[config.mk]
export PLATFORM = sky130hd
export DESIGN_NAME = mesi_snoop_ctrl
export DESIGN_NICKNAME = d
export VERILOG_FILES = /design/src/rtl/mesi_pkg.sv /design/src/rtl/mesi_line_store.sv /design/src/rtl/mesi_snoop_unit.sv /design/src/rtl/mesi_cpu_unit.sv /design/src/rtl/mesi_snoop_ctrl.sv
export SDC_FILE = /design/constraint.sdc
export NUM_CORES = 1
export LEC_CHECK = 0
export ABC_CLOCK_PERIOD_IN_PS = 7850
export BUFFER_PORTS_ARGS = -buffer_cell sky130_fd_sc_hd__buf_2
export CORE_MARGIN = 2
export CORE_UTILIZATION = 55
export CTS_BUF_LIST = sky130_fd_sc_hd__clkbuf_8 sky130_fd_sc_hd__clkbuf_16
export DETAILED_ROUTE_END_ITERATION = 8
export PLACE_DENSITY = 0.79
export REMOVE_ABC_BUFFERS = 1
export SLEW_MARGIN = 0
export SYNTH_ARGS = -nofsm -noshare
export SYNTH_HDL_FRONTEND = slang
export SYNTH_HIERARCHICAL = 1
export SYNTH_SLANG_ARGS = --single-unit
[constraint.sdc]
create_clock -name clk -period 7.85 [get_ports clk]
set_clock_uncertainty 0.05 [all_clocks]
set_input_delay 0.785 -clock clk [delete_from_list [all_inputs] [get_ports clk]]
set_output_delay 0.785 -clock clk [all_outputs]
set_load 0.005 [all_outputs]
[src/rtl/mesi_pkg.sv]
package mesi_pkg;
  typedef enum logic [1:0] {
    ST_I = 2'd0,
    ST_S = 2'd1,
    ST_E = 2'd2,
    ST_M = 2'd3
  } line_st_t;

  typedef enum logic [1:0] {
    CMD_READ = 2'd0,
    CMD_RFO  = 2'd1,
    CMD_CLM  = 2'd2,
    CMD_WB   = 2'd3
  } bus_cmd_t;
endpackage

[src/rtl/mesi_line_store.sv]
module mesi_line_store
  import mesi_pkg::*;
#(
  parameter int NLINES = 8,
  parameter int TW     = 5,
  localparam int IW    = $clog2(NLINES)
) (
  input  logic          clk,
  input  logic          rst_n,
  input  logic [IW-1:0] cpu_idx,
  output logic [TW-1:0] cpu_tag,
  output line_st_t      cpu_st,
  input  logic [IW-1:0] snp_idx,
  output logic [TW-1:0] snp_tag,
  output line_st_t      snp_st,
  input  logic          wr_en,
  input  logic [IW-1:0] wr_idx,
  input  logic [TW-1:0] wr_tag,
  input  line_st_t      wr_st
);
  line_st_t      st_all  [NLINES];
  logic [TW-1:0] tag_all [NLINES];

  for (genvar i = 0; i < NLINES; i++) begin : g_line
    line_st_t      st_r;
    logic [TW-1:0] tag_r;
    logic          line_we;

    assign line_we = wr_en && (wr_idx == IW'(i));

    always_ff @(posedge clk or negedge rst_n) begin
      if (!rst_n) begin
        st_r  <= ST_I;
        tag_r <= '0;
      end else if (line_we) begin
        st_r  <= wr_st;
        tag_r <= wr_tag;
      end
    end

    assign st_all[i]  = st_r;
    assign tag_all[i] = tag_r;
  end

  assign cpu_tag = tag_all[cpu_idx];
  assign cpu_st  = st_all[cpu_idx];
  assign snp_tag = tag_all[snp_idx];
  assign snp_st  = st_all[snp_idx];
endmodule

[src/rtl/mesi_snoop_unit.sv]
module mesi_snoop_unit
  import mesi_pkg::*;
#(
  parameter int TW = 5
) (
  input  logic          clk,
  input  logic          rst_n,
  input  logic          snp_valid,
  input  bus_cmd_t      snp_cmd,
  input  logic [TW-1:0] snp_tag,
  input  logic [TW-1:0] line_tag,
  input  line_st_t      line_st,
  output logic          upd_en,
  output line_st_t      upd_st,
  output logic          resp_shared,
  output logic          resp_intervene
);
  logic hit;
  logic shared_d, intervene_d;
  logic shared_q, intervene_q;

  assign hit = snp_valid && (line_st != ST_I) && (line_tag == snp_tag);

  always_comb begin
    upd_en      = 1'b0;
    upd_st      = line_st;
    shared_d    = 1'b0;
    intervene_d = 1'b0;
    if (hit) begin
      unique case (snp_cmd)
        CMD_READ: begin
          upd_en      = 1'b1;
          upd_st      = ST_S;
          shared_d    = 1'b1;
          intervene_d = (line_st == ST_M);
        end
        CMD_RFO, CMD_CLM: begin
          upd_en      = 1'b1;
          upd_st      = ST_I;
          intervene_d = (line_st == ST_M);
        end
        default: ;
      endcase
    end
  end

  always_ff @(posedge clk or negedge rst_n) begin
    if (!rst_n) begin
      shared_q    <= 1'b0;
      intervene_q <= 1'b0;
    end else begin
      shared_q    <= shared_d;
      intervene_q <= intervene_d;
    end
  end

  assign resp_shared    = shared_q;
  assign resp_intervene = intervene_q;

  // a response only ever follows a snoop by one cycle
  a_r6_resp_follows_snoop: assert property (@(posedge clk) disable iff (!rst_n)
    (resp_shared || resp_intervene) |-> $past(snp_valid));

  // write-intent snoops never report a shared copy
  a_r7_no_shared_on_claim: assert property (@(posedge clk) disable iff (!rst_n)
    resp_shared |-> $past(snp_cmd == CMD_READ));
endmodule

[src/rtl/mesi_cpu_unit.sv]
module mesi_cpu_unit
  import mesi_pkg::*;
#(
  parameter int IW = 3,
  parameter int TW = 5,
  localparam int AW = IW + TW
) (
  input  logic          req_valid,
  input  logic          req_write,
  input  logic [IW-1:0] req_idx,
  input  logic [TW-1:0] req_tag,
  input  logic          snp_busy,
  input  logic [TW-1:0] line_tag,
  input  line_st_t      line_st,
  input  logic          gnt,
  input  logic          shared_in,
  output logic          bus_valid,
  output bus_cmd_t      bus_cmd,
  output logic [AW-1:0] bus_addr,
  output logic          done,
  output logic          upd_en,
  output logic [TW-1:0] upd_tag,
  output line_st_t      upd_st
);
  logic active, hit, dirty_victim;

  assign active       = req_valid && !snp_busy;
  assign hit          = (line_st != ST_I) && (line_tag == req_tag);
  assign dirty_victim = !hit && (line_st == ST_M);

  always_comb begin
    bus_valid = 1'b0;
    bus_cmd   = CMD_READ;
    bus_addr  = {req_tag, req_idx};
    done      = 1'b0;
    upd_en    = 1'b0;
    upd_tag   = req_tag;
    upd_st    = line_st;
    if (active) begin
      if (dirty_victim) begin
        bus_valid = 1'b1;
        bus_cmd   = CMD_WB;
        bus_addr  = {line_tag, req_idx};
        upd_en    = gnt;
        upd_tag   = line_tag;
        upd_st    = ST_I;
      end else if (!req_write) begin
        if (hit) begin
          done = 1'b1;
        end else begin
          bus_valid = 1'b1;
          bus_cmd   = CMD_READ;
          done      = gnt;
          upd_en    = gnt;
          upd_st    = shared_in ? ST_S : ST_E;
        end
      end else begin
        if (hit && (line_st == ST_M || line_st == ST_E)) begin
          done   = 1'b1;
          upd_en = (line_st == ST_E);
          upd_st = ST_M;
        end else begin
          bus_valid = 1'b1;
          bus_cmd   = hit ? CMD_CLM : CMD_RFO;
          done      = gnt;
          upd_en    = gnt;
          upd_st    = ST_M;
        end
      end
    end
  end
endmodule

[src/rtl/mesi_snoop_ctrl.sv]
module mesi_snoop_ctrl
  import mesi_pkg::*;
#(
  parameter int AW     = 8,
  parameter int NLINES = 8,
  localparam int IW    = $clog2(NLINES),
  localparam int TW    = AW - IW
) (
  input  logic          clk,
  input  logic          rst_n,
  input  logic          cpu_req_valid,
  input  logic          cpu_req_write,
  input  logic [AW-1:0] cpu_req_addr,
  output logic          cpu_done,
  output logic          bus_req_valid,
  output logic [1:0]    bus_req_cmd,
  output logic [AW-1:0] bus_req_addr,
  input  logic          bus_gnt,
  input  logic          bus_shared_in,
  input  logic          snp_valid,
  input  logic [1:0]    snp_cmd,
  input  logic [AW-1:0] snp_addr,
  output logic          snp_shared,
  output logic          snp_intervene
);
  logic [IW-1:0] c_idx, s_idx, w_idx;
  logic [TW-1:0] c_tag, s_tag, c_line_tag, s_line_tag, w_tag, cu_tag;
  line_st_t      c_line_st, s_line_st, su_st, cu_st, w_st;
  logic          su_en, cu_en, w_en;
  bus_cmd_t      cmd_o;

  assign c_idx = cpu_req_addr[IW-1:0];
  assign c_tag = cpu_req_addr[AW-1:IW];
  assign s_idx = snp_addr[IW-1:0];
  assign s_tag = snp_addr[AW-1:IW];

  mesi_line_store #(.NLINES(NLINES), .TW(TW)) store_i (
    .clk     (clk),
    .rst_n   (rst_n),
    .cpu_idx (c_idx),
    .cpu_tag (c_line_tag),
    .cpu_st  (c_line_st),
    .snp_idx (s_idx),
    .snp_tag (s_line_tag),
    .snp_st  (s_line_st),
    .wr_en   (w_en),
    .wr_idx  (w_idx),
    .wr_tag  (w_tag),
    .wr_st   (w_st)
  );

  mesi_snoop_unit #(.TW(TW)) snoop_i (
    .clk            (clk),
    .rst_n          (rst_n),
    .snp_valid      (snp_valid),
    .snp_cmd        (bus_cmd_t'(snp_cmd)),
    .snp_tag        (s_tag),
    .line_tag       (s_line_tag),
    .line_st        (s_line_st),
    .upd_en         (su_en),
    .upd_st         (su_st),
    .resp_shared    (snp_shared),
    .resp_intervene (snp_intervene)
  );

  mesi_cpu_unit #(.IW(IW), .TW(TW)) cpu_i (
    .req_valid (cpu_req_valid),
    .req_write (cpu_req_write),
    .req_idx   (c_idx),
    .req_tag   (c_tag),
    .snp_busy  (snp_valid),
    .line_tag  (c_line_tag),
    .line_st   (c_line_st),
    .gnt       (bus_gnt),
    .shared_in (bus_shared_in),
    .bus_valid (bus_req_valid),
    .bus_cmd   (cmd_o),
    .bus_addr  (bus_req_addr),
    .done      (cpu_done),
    .upd_en    (cu_en),
    .upd_tag   (cu_tag),
    .upd_st    (cu_st)
  );

  assign bus_req_cmd = cmd_o;

  // snoop owns the single write port whenever it updates a line
  always_comb begin
    if (su_en) begin
      w_en  = 1'b1;
      w_idx = s_idx;
      w_tag = s_line_tag;
      w_st  = su_st;
    end else begin
      w_en  = cu_en;
      w_idx = c_idx;
      w_tag = cu_tag;
      w_st  = cu_st;
    end
  end

  // the processor side stays off the bus while a snoop is served
  a_r9_snoop_priority: assert property (@(posedge clk) disable iff (!rst_n)
    snp_valid |-> (!bus_req_valid && !cpu_done));

  // the two update sources never write in the same cycle
  a_r9_single_writer: assert property (@(posedge clk) disable iff (!rst_n)
    !(su_en && cu_en));

  // completion only for a presented request
  a_r8_done_needs_req: assert property (@(posedge clk) disable iff (!rst_n)
    cpu_done |-> cpu_req_valid);

  // a writeback grant never completes the access
  a_r10_wb_not_done: assert property (@(posedge clk) disable iff (!rst_n)
    (bus_req_valid && bus_req_cmd == 2'd3) |-> !cpu_done);
endmodule

### Word-level counts from Yosys, hierarchy flattened

Index checks and enable logic that the tools add are counted.
Widths: inputs -> output; s select.

| word-level totals | value |
|---|---|
| bits in registers | 58 |
| bits of input ports | 25 |

| operators by class | value |
|---|---|
| equal/unequal tests | 14 |
| bitwise operators | 2 |
| multiplexer cells | 53 |
| reductions and logical operators | 23 |
| order comparisons | 2 |

Operators with widths:

| cell | number |
|---|---|
| $mux 5 | 7 |
| $mux 2 | 16 |
| $bmux 5 s3 | 2 |
| $mux 1 | 22 |
| $mux 8 | 2 |
| $logic_and 1x1->1 | 14 |
| $bmux 2 s3 | 2 |
| $eq 3x3->1 const B | 4 |
| $eq 5x5->1 | 2 |
| $eq 2x2->1 const B | 4 |
| $ge 4x4->1 const B | 2 |
| $not 3->4 | 2 |
| $eq 3x2->1 const B | 2 |
| $pmux 2 s2 | 1 |
| $reduce_bool 2->1 | 2 |
| $eq 3x1->1 const B | 1 |
| $logic_not 3->1 | 1 |
| $mux 3 | 1 |
| $reduce_or 3->1 | 1 |
| $eq 2x1->1 const B | 1 |
| $logic_not 1->1 | 2 |
| $logic_not 2->1 | 1 |
| $reduce_or 2->1 | 1 |
| $logic_or 1x1->1 | 1 |

### Depth between registers and ports, before layout

Gate-level depths: netlist (run 1).

| depth | value |
|---|---|
| word-level depth | 13 |
| gate-level depth with buffers | 14 |

### Hierarchy

The synthesis (run 1) kept the hierarchy.

Modules (own cells, without submodules):

| module | sequential area each (um^2) | instances | area each (um^2) | cells each |
|---|---|---|---|---|
| mesi_line_store | 1,401.3 | 1 | 3,116.7 | 177 |
| mesi_cpu_unit | 0.0 | 1 | 400.4 | 56 |
| mesi_snoop_ctrl | 0.0 | 1 | 163.9 | 12 |
| mesi_snoop_unit | 50.0 | 1 | 157.7 | 17 |

### Least setup slack after synthesis (run 1)

No wires, ideal clock.

| timing path | value |
|---|---|
| kind | input -> register |
| start point | in snp_addr[0] |
| end point | reg store_i.g_line[0].st_r[0] |
| arrival | 3.971 ns |
| path slack | 3.705 ns |
| stages on the path | 12 |
| required time | 7.675 ns |
| path through | buf_6 -> buf_12 -> mux4_1 -> mux2_2 -> xnor2_1 -> o2111ai_1 -> a211oi_2 -> buf_6 -> mux2_4 -> clkbuf_1 -> nor4b_4 -> mux2_2 |

| on the way | value |
|---|---|
| elaborated cells between the ends (all ways) | 19 |

RTL lines:

| item | RTL line | text |
|---|---|---|
| from (decl) | mesi_snoop_ctrl.sv:22 | `input logic [AW-1:0] snp_addr,` |
| $not 3->4 (implied by the code) | mesi_line_store.sv:47 | `assign snp_tag = tag_all[snp_idx];` |
| $bmux 5 s3 | mesi_line_store.sv:47 |  |
| $mux 5 (implied by the code) (2 in series) | mesi_line_store.sv:47 |  |
| named net s_line_tag[3] | mesi_snoop_ctrl.sv:27 | `logic [TW-1:0] c_tag, s_tag, c_line_tag, s_line_tag, w_tag, cu_tag;` |
| $eq 5x5->1 | mesi_snoop_unit.sv:22 | `assign hit = snp_valid && (line_st != ST_I) && (line_tag == snp_tag);` |
| $logic_and 1x1->1 | mesi_snoop_unit.sv:22 |  |
| $mux 1 | mesi_snoop_unit.sv:29 | `if (hit) begin` |
| named net su_en | mesi_snoop_ctrl.sv:29 | `logic su_en, cu_en, w_en;` |
| $mux 3 | mesi_snoop_ctrl.sv:89 | `if (su_en) begin` |
| named net w_idx[2] | mesi_snoop_ctrl.sv:26 | `logic [IW-1:0] c_idx, s_idx, w_idx;` |
| $logic_not 3->1 | mesi_line_store.sv:29 | `assign line_we = wr_en && (wr_idx == IW'(i));` |
| $logic_and 1x1->1 | mesi_line_store.sv:29 |  |
| to (signal assigned) | mesi_line_store.sv:36 | `st_r <= wr_st;` |
| to (decl) | mesi_line_store.sv:25 | `line_st_t st_r;` |

The timed path passes the listed nets, and every way through them passes these cells. The select of a mux whose other input is x is not followed.
A chain may end at the register's enable or synchronous reset.

### Final worst setup path (run 1)

| timing path | value |
|---|---|
| start point | in snp_addr[0] |
| end point | reg store_i.g_line[1].tag_r[1] |

| on the way | value |
|---|---|
| elaborated cells between the ends (all ways) | 17 |

RTL lines:

| item | RTL line | text |
|---|---|---|
| $not 3->4 (implied by the code) | mesi_line_store.sv:47 |  |
| $bmux 5 s3 | mesi_line_store.sv:47 |  |
| $mux 5 (implied by the code) (2 in series) | mesi_line_store.sv:47 |  |
| named net s_line_tag[3] | mesi_snoop_ctrl.sv:27 |  |
| $eq 5x5->1 | mesi_snoop_unit.sv:22 |  |
| $logic_and 1x1->1 | mesi_snoop_unit.sv:22 |  |
| $mux 1 | mesi_snoop_unit.sv:29 |  |
| named net su_en | mesi_snoop_ctrl.sv:29 |  |
| $mux 3 | mesi_snoop_ctrl.sv:89 |  |
| named net w_idx[2] | mesi_snoop_ctrl.sv:26 |  |
| $eq 3x1->1 | mesi_line_store.sv:29 |  |
| $logic_and 1x1->1 | mesi_line_store.sv:29 |  |
| to (signal assigned) | mesi_line_store.sv:37 | `tag_r <= wr_tag;` |
| to (decl) | mesi_line_store.sv:26 | `logic [TW-1:0] tag_r;` |

The timed path passes the listed nets, and every way through them passes these cells. The select of a mux whose other input is x is not followed.

==> reports/results.tsv, run 1 <==
stage	metric	value	unit
status	status	completed	
global_route	vias in the first global route	2527	
cts	Root Driver	clkbuf_8	
worst_setup_path	Req. time, crit path	8.03	ns
synth	largest family of logic cells by synthesized area	multiplexers	
synth	fraction of registers with async set/reset	100	%
sta	final setup fails	0	
routing	vias	2499	
power	VDD IR max	135	uV
global_route	antenna violations before repair	0	
worst_hold_path	worst hold path startpoint	store_i/g_line[3].tag_r[0]	
worst_setup_path	slowest CP cell	nor4bb_1	
routing	drt pass-1 iters	5	
sta	Slew @ Worst Pin	0.817	ns
global_route	largest net degree at the start of global routing	59	
synth	synthesized area	0.00384	sq mm
sta	final setup TNS	0	ns
synth	syn_area_per_cell	14.7	sq um
placed_design	PortBufs	38	
routing	Routed WL	8.65	mm
synth	top cell type's share of synthesized area	37.8	%
power	PD cells	233	mW/mm^2
worst_setup_path	CP max FO	15	
synth	Syn Inst Count	262	
cts	post-CTS setup buffer count	0	
synth	EDFF count, synth	0	
worst_setup_path	reg-to-reg startpoint	store_i/g_line[0].tag_r[3]	
sta	Final Hold Vio Count	0	
routing	DRC	0	
routing	DR iter-0 viols	194	
final_layout	fin nets	313	
synth	register area share after synthesis	37.8	%
cts	CTS tree	yes	
routing	wire length per cell	23.2	microns
floorplan	Starting Density	56.8	%
worst_hold_path	HP Class	reg -> reg	
worst_setup_path	Worst Reg-to-Reg Cells	10	
synth	yosys warns	6	
global_route	GRT Residual Overflow	0	
placed_design	GP Congestion	0.858	
run	maxcap violations	0	
cts	Clock Sinks	58	
synth	simple-gate area share of the yosys netlist	5.64	%
synth	mux share of post-synthesis cell area	44.9	%
routing	vias per inst	6.70	
final_layout	Antenna Cells	0	
cts	post-CTS resize count	0	
floorplan	Core Rows	30	
global_route	Total GRT Usage	24.9	%
final_layout	fin cells	373	
cts	cts bufs inserted	9	
synth	Main synth FF type	dfrtp_1	
worst_setup_path	FF-to-FF End	store_i/g_line[1].tag_r[1]	
cts	Longest Clk Path Bufs	2	
final_layout	Area Growth Syn to Fin	8.93	%
synth	most common cell in the netlist	mux2_2	
worst_setup_path	kind of critical path	in -> reg	
floorplan	Die X-Extent	87.5	microns
routing	Detail Route Antenna Nets	0	
synth	Yosys cell types	38	
sta	RSZ-0062 raised after global routing	false	
synth	post-synth top area cell	dfrtp_1	
synth	Post-synth top cells	mux2_2, dfrtp_1, mux4_1, xnor2_1, mux2_4	
sta	Max-slew headroom	45.3	%
cts	hold_buf cts	0	
floorplan	Die H	87.5	microns
worst_setup_path	CP cell instances	buf_2 -> mux4_1 -> mux2_2 -> xnor2_1 -> o2111ai_1 -> a211oi_2 -> buf_4 -> mux2_4 -> nor4bb_1 -> buf_4 -> mux2_2	
worst_setup_path	Startpoint Class	input port	
worst_setup_path	crit-path max cell delay	0.67	ns
cts	H-tree lvl count	3	
global_route	first-pass GRT wire length	13.7	mm
sta	Fmax	216	MHz
worst_setup_path	Setup crit end kind	register	
sta	Max Transition Viols Final	0	
placed_design	placed insts	357	
synth	top post-synthesis cells by area	dfrtp_1, mux2_2, mux4_1, mux2_4, xnor2_1	
floorplan	core area	0.00676	sq mm
final_layout	layout cell share with drive strength beyond 1	50.5	%
worst_hold_path	Hold EP	store_i/g_line[3].tag_r[0]	
power	P_leak	1.93	nW
sta	fin crit share	59.1	%
synth	Synth Area in Compound Gates	3.88	%
placed_design	Detailed Place HPWL	5.79	mm
synth	flops & latches, synth	58	
cts	Worst-Skew Late Latency	0.35	ns
synth	post-synthesis adder-cell area fraction	0	%
worst_setup_path	worst path arrival time	4.82	ns
sta	Tmin final	4.64	ns
floorplan	io pins	39	
synth	Synth Area in XOR/XNOR	2.28	%
worst_setup_path	Reg2Reg Setup Slack	3.73	ns
floorplan	die area	0.00766	sq mm
sta	WHS	0.463	ns
final_layout	# fillers	526	
worst_hold_path	WHS Path Cells	1	
cts	Worst-path clk slew	0.06	ns
how the worst max path moves through the flow:
stage	from	endpoint	slack, ns
CTS	snp_addr[0]	store_i/g_line[1].tag_r[1]	3.22
floorplan	snp_addr[0]	store_i/g_line[4].st_r[0]	3.22
global placement	snp_addr[0]	store_i/g_line[1].tag_r[2]	2.86
finish	snp_addr[0]	store_i/g_line[1].tag_r[1]	3.21
detailed placement	snp_addr[0]	store_i/g_line[1].tag_r[1]	2.87
global route	snp_addr[0]	store_i/g_line[1].tag_r[1]	3.06
registers in the layout, summed over array words and instances, names as in the netlist:
| name | cells |
|---|---|
| store_i/g_line.tag_r | 40 |
| store_i/g_line.st_r | 16 |
| snoop_i/resp_intervene | 1 |
| snoop_i/resp_shared | 1 |
per-stage QoR:
step	instance area [sq um]	util [%]	power, W	setup slack (ns)
final	4180	61.9	0.000973	3.21
after global routing	4180	61.9	0.00102	3.06
after CTS	4180	61.9	0.000979	3.22
after detailed placement	3960	58.6	0.000669	2.87
after global placement	3960	58.6	0.000658	2.86
after floorplan	3630	-	0.000591	3.22
cell type report:
cell class / count / area, sq um / area share [%]
Clock buffer: 10 / 138 / 3.29
Clock inverter: 6 / 81.3 / 1.94
Inverter: 2 / 7.51 / 0.180
Multi-Input combinational cell: 174 / 2180 / 52.0
Sequential cell: 58 / 1450 / 34.7
Tap cell: 80 / 100 / 2.39
Timing Repair Buffer: 43 / 228 / 5.45
metal layers:
metal	up-vias	global-route usage, %	routed length, microns
met2	112	37.5	4180
met1	1276	33.8	3610
met5	-	0	0
met3	21	6.88	634
li1	1090	-	-
met4	0	12.0	218
cell usage in the layout (no fill, tap or decap), types with 2 or more instances in the layout:
master / count
a21oi_1: 2
a2bb2oi_1: 2
and3_1: 2
buf_2: 38
buf_4: 5
bufinv_16: 2
clkbuf_8: 10
clkinv_2: 2
dfrtp_1: 58
inv_1: 3
mux2_2: 76
mux2_4: 9
mux4_1: 27
nand2_1: 2
nand3_1: 5
nand4_1: 3
nand4b_1: 4
nor2_1: 4
nor2b_1: 4
nor4bb_1: 3
o211ai_1: 2
o21ai_0: 4
o311ai_0: 2
xnor2_1: 10
power breakdown:
part | total [W] | internal (W) | switching (W)
logic | 0.000266 | 0.000152 | 0.000114
clock network | 0.000304 | 0.000185 | 0.000119
registers | 0.000403 | 0.000361 | 0.0000426
logic make-up (layout without fill, tap and decap cells):
group           after synthesis  after routing
mux                         113            113
flops                        58             58
simple gates                 32             32
buf+inv                      30             61
compound gates               19             19
xor+xnor                     10             10
critical path: cells and delay by family:
family | cells | cell delay [ns]
buffers and inverters | 3 | 0.96
and+or+nand+nor | 1 | 0.67
xor gates and xnor gates | 1 | 0.15
muxes | 4 | 1.65
AOI/OAI and AO/OA | 2 | 0.60
No activity file was read; power rests on OpenSTA's default activity.
==> inputs of run 2 (changes only) <==
--- a/config.mk
+++ b/config.mk
@@ -5,7 +5,8 @@
 export SDC_FILE = /design/constraint.sdc
 export NUM_CORES = 1
 export LEC_CHECK = 0
-export ABC_CLOCK_PERIOD_IN_PS = 7850
+export ABC_AREA = 1
+export ABC_CLOCK_PERIOD_IN_PS = 4700
 export BUFFER_PORTS_ARGS = -buffer_cell sky130_fd_sc_hd__buf_2
 export CORE_MARGIN = 2
 export CORE_UTILIZATION = 55
==> constraint.sdc (replaced) <==
create_clock -name clk -period 4.7 [get_ports clk]
set_clock_uncertainty 0.05 [all_clocks]
set_input_delay 0.47 -clock clk [delete_from_list [all_inputs] [get_ports clk]]
set_output_delay 0.47 -clock clk [all_outputs]
set_load 0.005 [all_outputs]
==> run 2 against run 1 <==
  * Area after synthesis rose by 11%
  * Non-clock buffer count shrank 3
  * Critical path depth rose by 10
  * Final cell count up 120%
  * Sequential share of layout area decreased by 3.1 points
  * Register-to-register slack worse by 2.2 ns
  * Count of clock-buffer cells in the layout did not move
  * Clock power up 71%
  * Cell area rose by 9.8%
  * Core utilization fell by 1.8 points
  * Via count grew 77%
  * Total power is 74% higher
  * Largest cell class unchanged
  * Highest routed layer unchanged
==> reports/results.tsv, run 2 <==
stage	metric	value	unit	change
worst_setup_path	reg-to-reg startpoint	store_i/g_line[7].tag_r[3]		
worst_setup_path	worst path arrival time	3.95	ns	-0.87 ns
cts	Worst-path clk slew	0.07	ns	about the same
worst_setup_path	Setup crit end kind	register		
synth	EDFF count, synth	0		unchanged
floorplan	core area	0.00765	sq mm	+13%
power	PD cells	368	mW/mm^2	+58%
global_route	GRT Residual Overflow	0		unchanged
routing	Detail Route Antenna Nets	0		unchanged
synth	yosys warns	6		unchanged
worst_setup_path	crit-path max cell delay	0.45	ns	-0.22 ns
synth	flops & latches, synth	58		unchanged
routing	DRC	0		unchanged
cts	H-tree lvl count	3		unchanged
final_layout	most flop-heavy register	store_i/g_line.tag_r		
synth	fraction of registers with async set/reset	100	%	unchanged
cts	Longest Clk Path Bufs	2		unchanged
synth	Syn Inst Count	687		+160%
global_route	antenna violations before repair	0		unchanged
cts	Root Driver	clkbuf_8		
floorplan	die area	0.00850	sq mm	+11%
cts	post-CTS setup buffer count	0		unchanged
final_layout	fin nets	730		+130%
worst_setup_path	Startpoint Class	input port		
sta	RSZ-0062 raised after global routing	false		
floorplan	Core Rows	32		+6.7%
power	VDD IR max	239	uV	+76%
synth	syn_area_per_cell	6.23	sq um	-58%
sta	Final Hold Vio Count	0		unchanged
worst_setup_path	slowest CP cell	buf_2		
sta	Max Transition Viols Final	0		unchanged
final_layout	commonest non-fill, non-tap cells in the layout	nand2_1, inv_1, nand3_1		
sta	Slew @ Worst Pin	0.731	ns	-0.0864 ns
synth	top cell type's share of synthesized area	33.9	%	-3.9 points
final_layout	max reg flops	40		unchanged
synth	Main synth FF type	dfrtp_1		
synth	top post-synthesis cells by area	dfrtp_1, nand2_1, inv_1, nand3_1, o21ai_0		
placed_design	Placed Area	0.00437	sq mm	+10%
cts	CTS tree	yes		
worst_setup_path	CP top delay family	simple AND/OR/NAND/NOR gates		
synth	post-synth top area cell	dfrtp_1		
run	maxcap violations	0		unchanged
floorplan	Die H	92.2	microns	+5.3%
worst_setup_path	CP cell instances	buf_2 -> inv_2 -> nand2_1 -> nand3_1 -> nand2_1 -> nand2_1 -> nand2_1 -> inv_1 -> nand2_1 -> nand2_1 -> nor2_2 -> nand3_2 -> a21oi_2 -> inv_2 -> nand2_1 -> nand2_1 -> inv_2 -> nor2_2 -> nand2_1 -> nand2_1 -> o21ai_1		
cts	cts bufs inserted	9		unchanged
cts	Worst-Skew Late Latency	0.35	ns	about the same
routing	drt pass-1 iters	6		+1
final_layout	biggest regs	store_i/g_line.tag_r (40), store_i/g_line.st_r (16)		
cts	Clock Sinks	58		unchanged
cts	hold_buf cts	0		unchanged
floorplan	Starting Density	55.9	%	-0.88 points
placed_design	PortBufs	38		unchanged
worst_setup_path	Crit path top cell by count	nand2_1		
floorplan	Die X-Extent	92.2	microns	+5.3%
cts	post-CTS resize count	0		unchanged
routing	vias per inst	5.43		-19%
routing	DR iter-0 viols	389		+100%
synth	most common cell in the netlist	nand2_1		
sta	final setup TNS	0	ns	unchanged
sta	PnR worst setup slack	0.957	ns	-2.25 ns
worst_hold_path	HP Class	in -> async		
floorplan	io pins	39		unchanged
worst_setup_path	crit path from	snp_addr[0]		
worst_setup_path	CP max FO	30		+15
placed_design	DP Worst Slack	0.749	ns	-2.12 ns
routing	Routed WL	11.5	mm	+33%
sta	Max-slew headroom	51.3	%	+6.0 points
sta	fin crit share	79.6	%	
final_layout	area of the multi-input gates	0.00219	sq mm	+0.63%
sta	Fmax	267	MHz	
worst_setup_path	kind of critical path	in -> reg		
final_layout	# fillers	732		+39%
sta	Tmin final	3.74	ns	
synth	register area share after synthesis	33.9	%	-3.9 points
worst_setup_path	Buffers & Inverters on Critical Path	5		+2
worst_setup_path	Req. time, crit path	4.90	ns	-3.13 ns
placed_design	Detailed Place HPWL	8.30	mm	+43%
global_route	vias in the first global route	4038		+60%
sta	final setup fails	0		unchanged
routing	vias	4411		+77%
worst_setup_path	Reg2Reg Setup Slack	1.57	ns	-2.16 ns
final_layout	Antenna Cells	0		unchanged
synth	synthesized area	0.00428	sq mm	+11%
global_route	first-pass GRT wire length	19.0	mm	+38%
final_layout	Area Growth Syn to Fin	7.37	%	
final_layout	layout cell share with drive strength beyond 1	13.9	%	-37 points
synth	Post-synth top cells	nand2_1, inv_1, nand3_1, dfrtp_1, o21ai_0		
global_route	Total GRT Usage	28.5	%	+3.5 points
routing	wire length per cell	14.2	microns	-39%
power	P_leak	2.62	nW	+36%
final_layout	post-route cell area	0.00459	sq mm	+9.8%
synth	Yosys cell types	29		-24%
status	status	completed		
placed_design	GP Congestion	0.945		+10%
final_layout	register area	0.00145	sq mm	unchanged
final_layout	commonest non-fill, non-tap cell in the layout	nand2_1		
global_route	largest net degree at the start of global routing	59		unchanged
-- run 2: cell count changes in the layout (fill, tap and decap cells not counted), sizes merged, moves of 3 or more --
cell,change
mux2,-85
nand3,+59
nor4bb,-3
buf,-3
nand2,+331
xnor2,-8
mux4,-28
nand4b,-4
nor2b,-4
inv,+103
o21ai,+59
nor2,+12
-- run 2: final timing paths --
kind | endpoint | cells after the start
min in group clk | snoop_i/resp_shared | 3
max in group asynchronous | store_i/g_line[6].tag_r[4] | 2
worst max register to register | store_i/g_line[6].tag_r[4] | 19
worst min register to register | store_i/g_line[1].tag_r[0] | 2
worst min-delay path | store_i/g_line[6].tag_r[2] | 2
worst max-delay path | store_i/g_line[6].tag_r[4] | 21
-- run 2: layer usage --
layer / track usage [%] / vias to the layer above / part of all wire, %
li1: - / 2121 / -
met1: 38.1 / 2002 / 43
met2: 44.4 / 247 / 44
met3: 5.51 / 41 / 9.3
met4: 13.7 / 0 / 3.8
met5: 0 / - / 0
-- run 2: kinds of logic (layout without fill, tap and decap cells) --
kind of cell / Yosys count / count (layout) / share of synthesized area (%)
buffers and inverters: 139 / 162 / 14.9
AND/OR/NAND/NOR: 419 / 419 / 41.3
AO/OA/AOI/OAI: 69 / 69 / 9.33
flip-flops: 58 / 58 / 33.9
XOR/XNOR: 2 / 2 / 0.585
-- run 2: cell type report --
cell class	count	area share, %
multi-input combinational	490	47.7
sequential	58	31.6
clock buffer	10	3.00
clock inverter	6	1.77
timing repair buffer	40	4.47
inverter	106	8.72
tap	102	2.78
-- run 2: metrics by stage --
step / total power, W / instances / hold slack (ns) / util [%]
floorplan: 0.00102 / 654 / 0.124 / -
global placement: 0.00115 / 796 / 0.414 / 57.2
detailed placement: 0.00117 / 796 / 0.423 / 57.2
CTS: 0.00169 / 812 / 0.236 / 60.1
global route: 0.00180 / 812 / 0.270 / 60.1
finish: 0.00169 / 812 / 0.191 / 60.1
-- run 2: power breakdown --
part / leakage, nW / switching, W / internal (W)
Sequential: 0.752 / 0.0000540 / 0.000608
Combinational: 1.76 / 0.000341 / 0.000169
Clock: 0.113 / 0.000210 / 0.000309
Total: 2.62 / 0.000605 / 0.00109
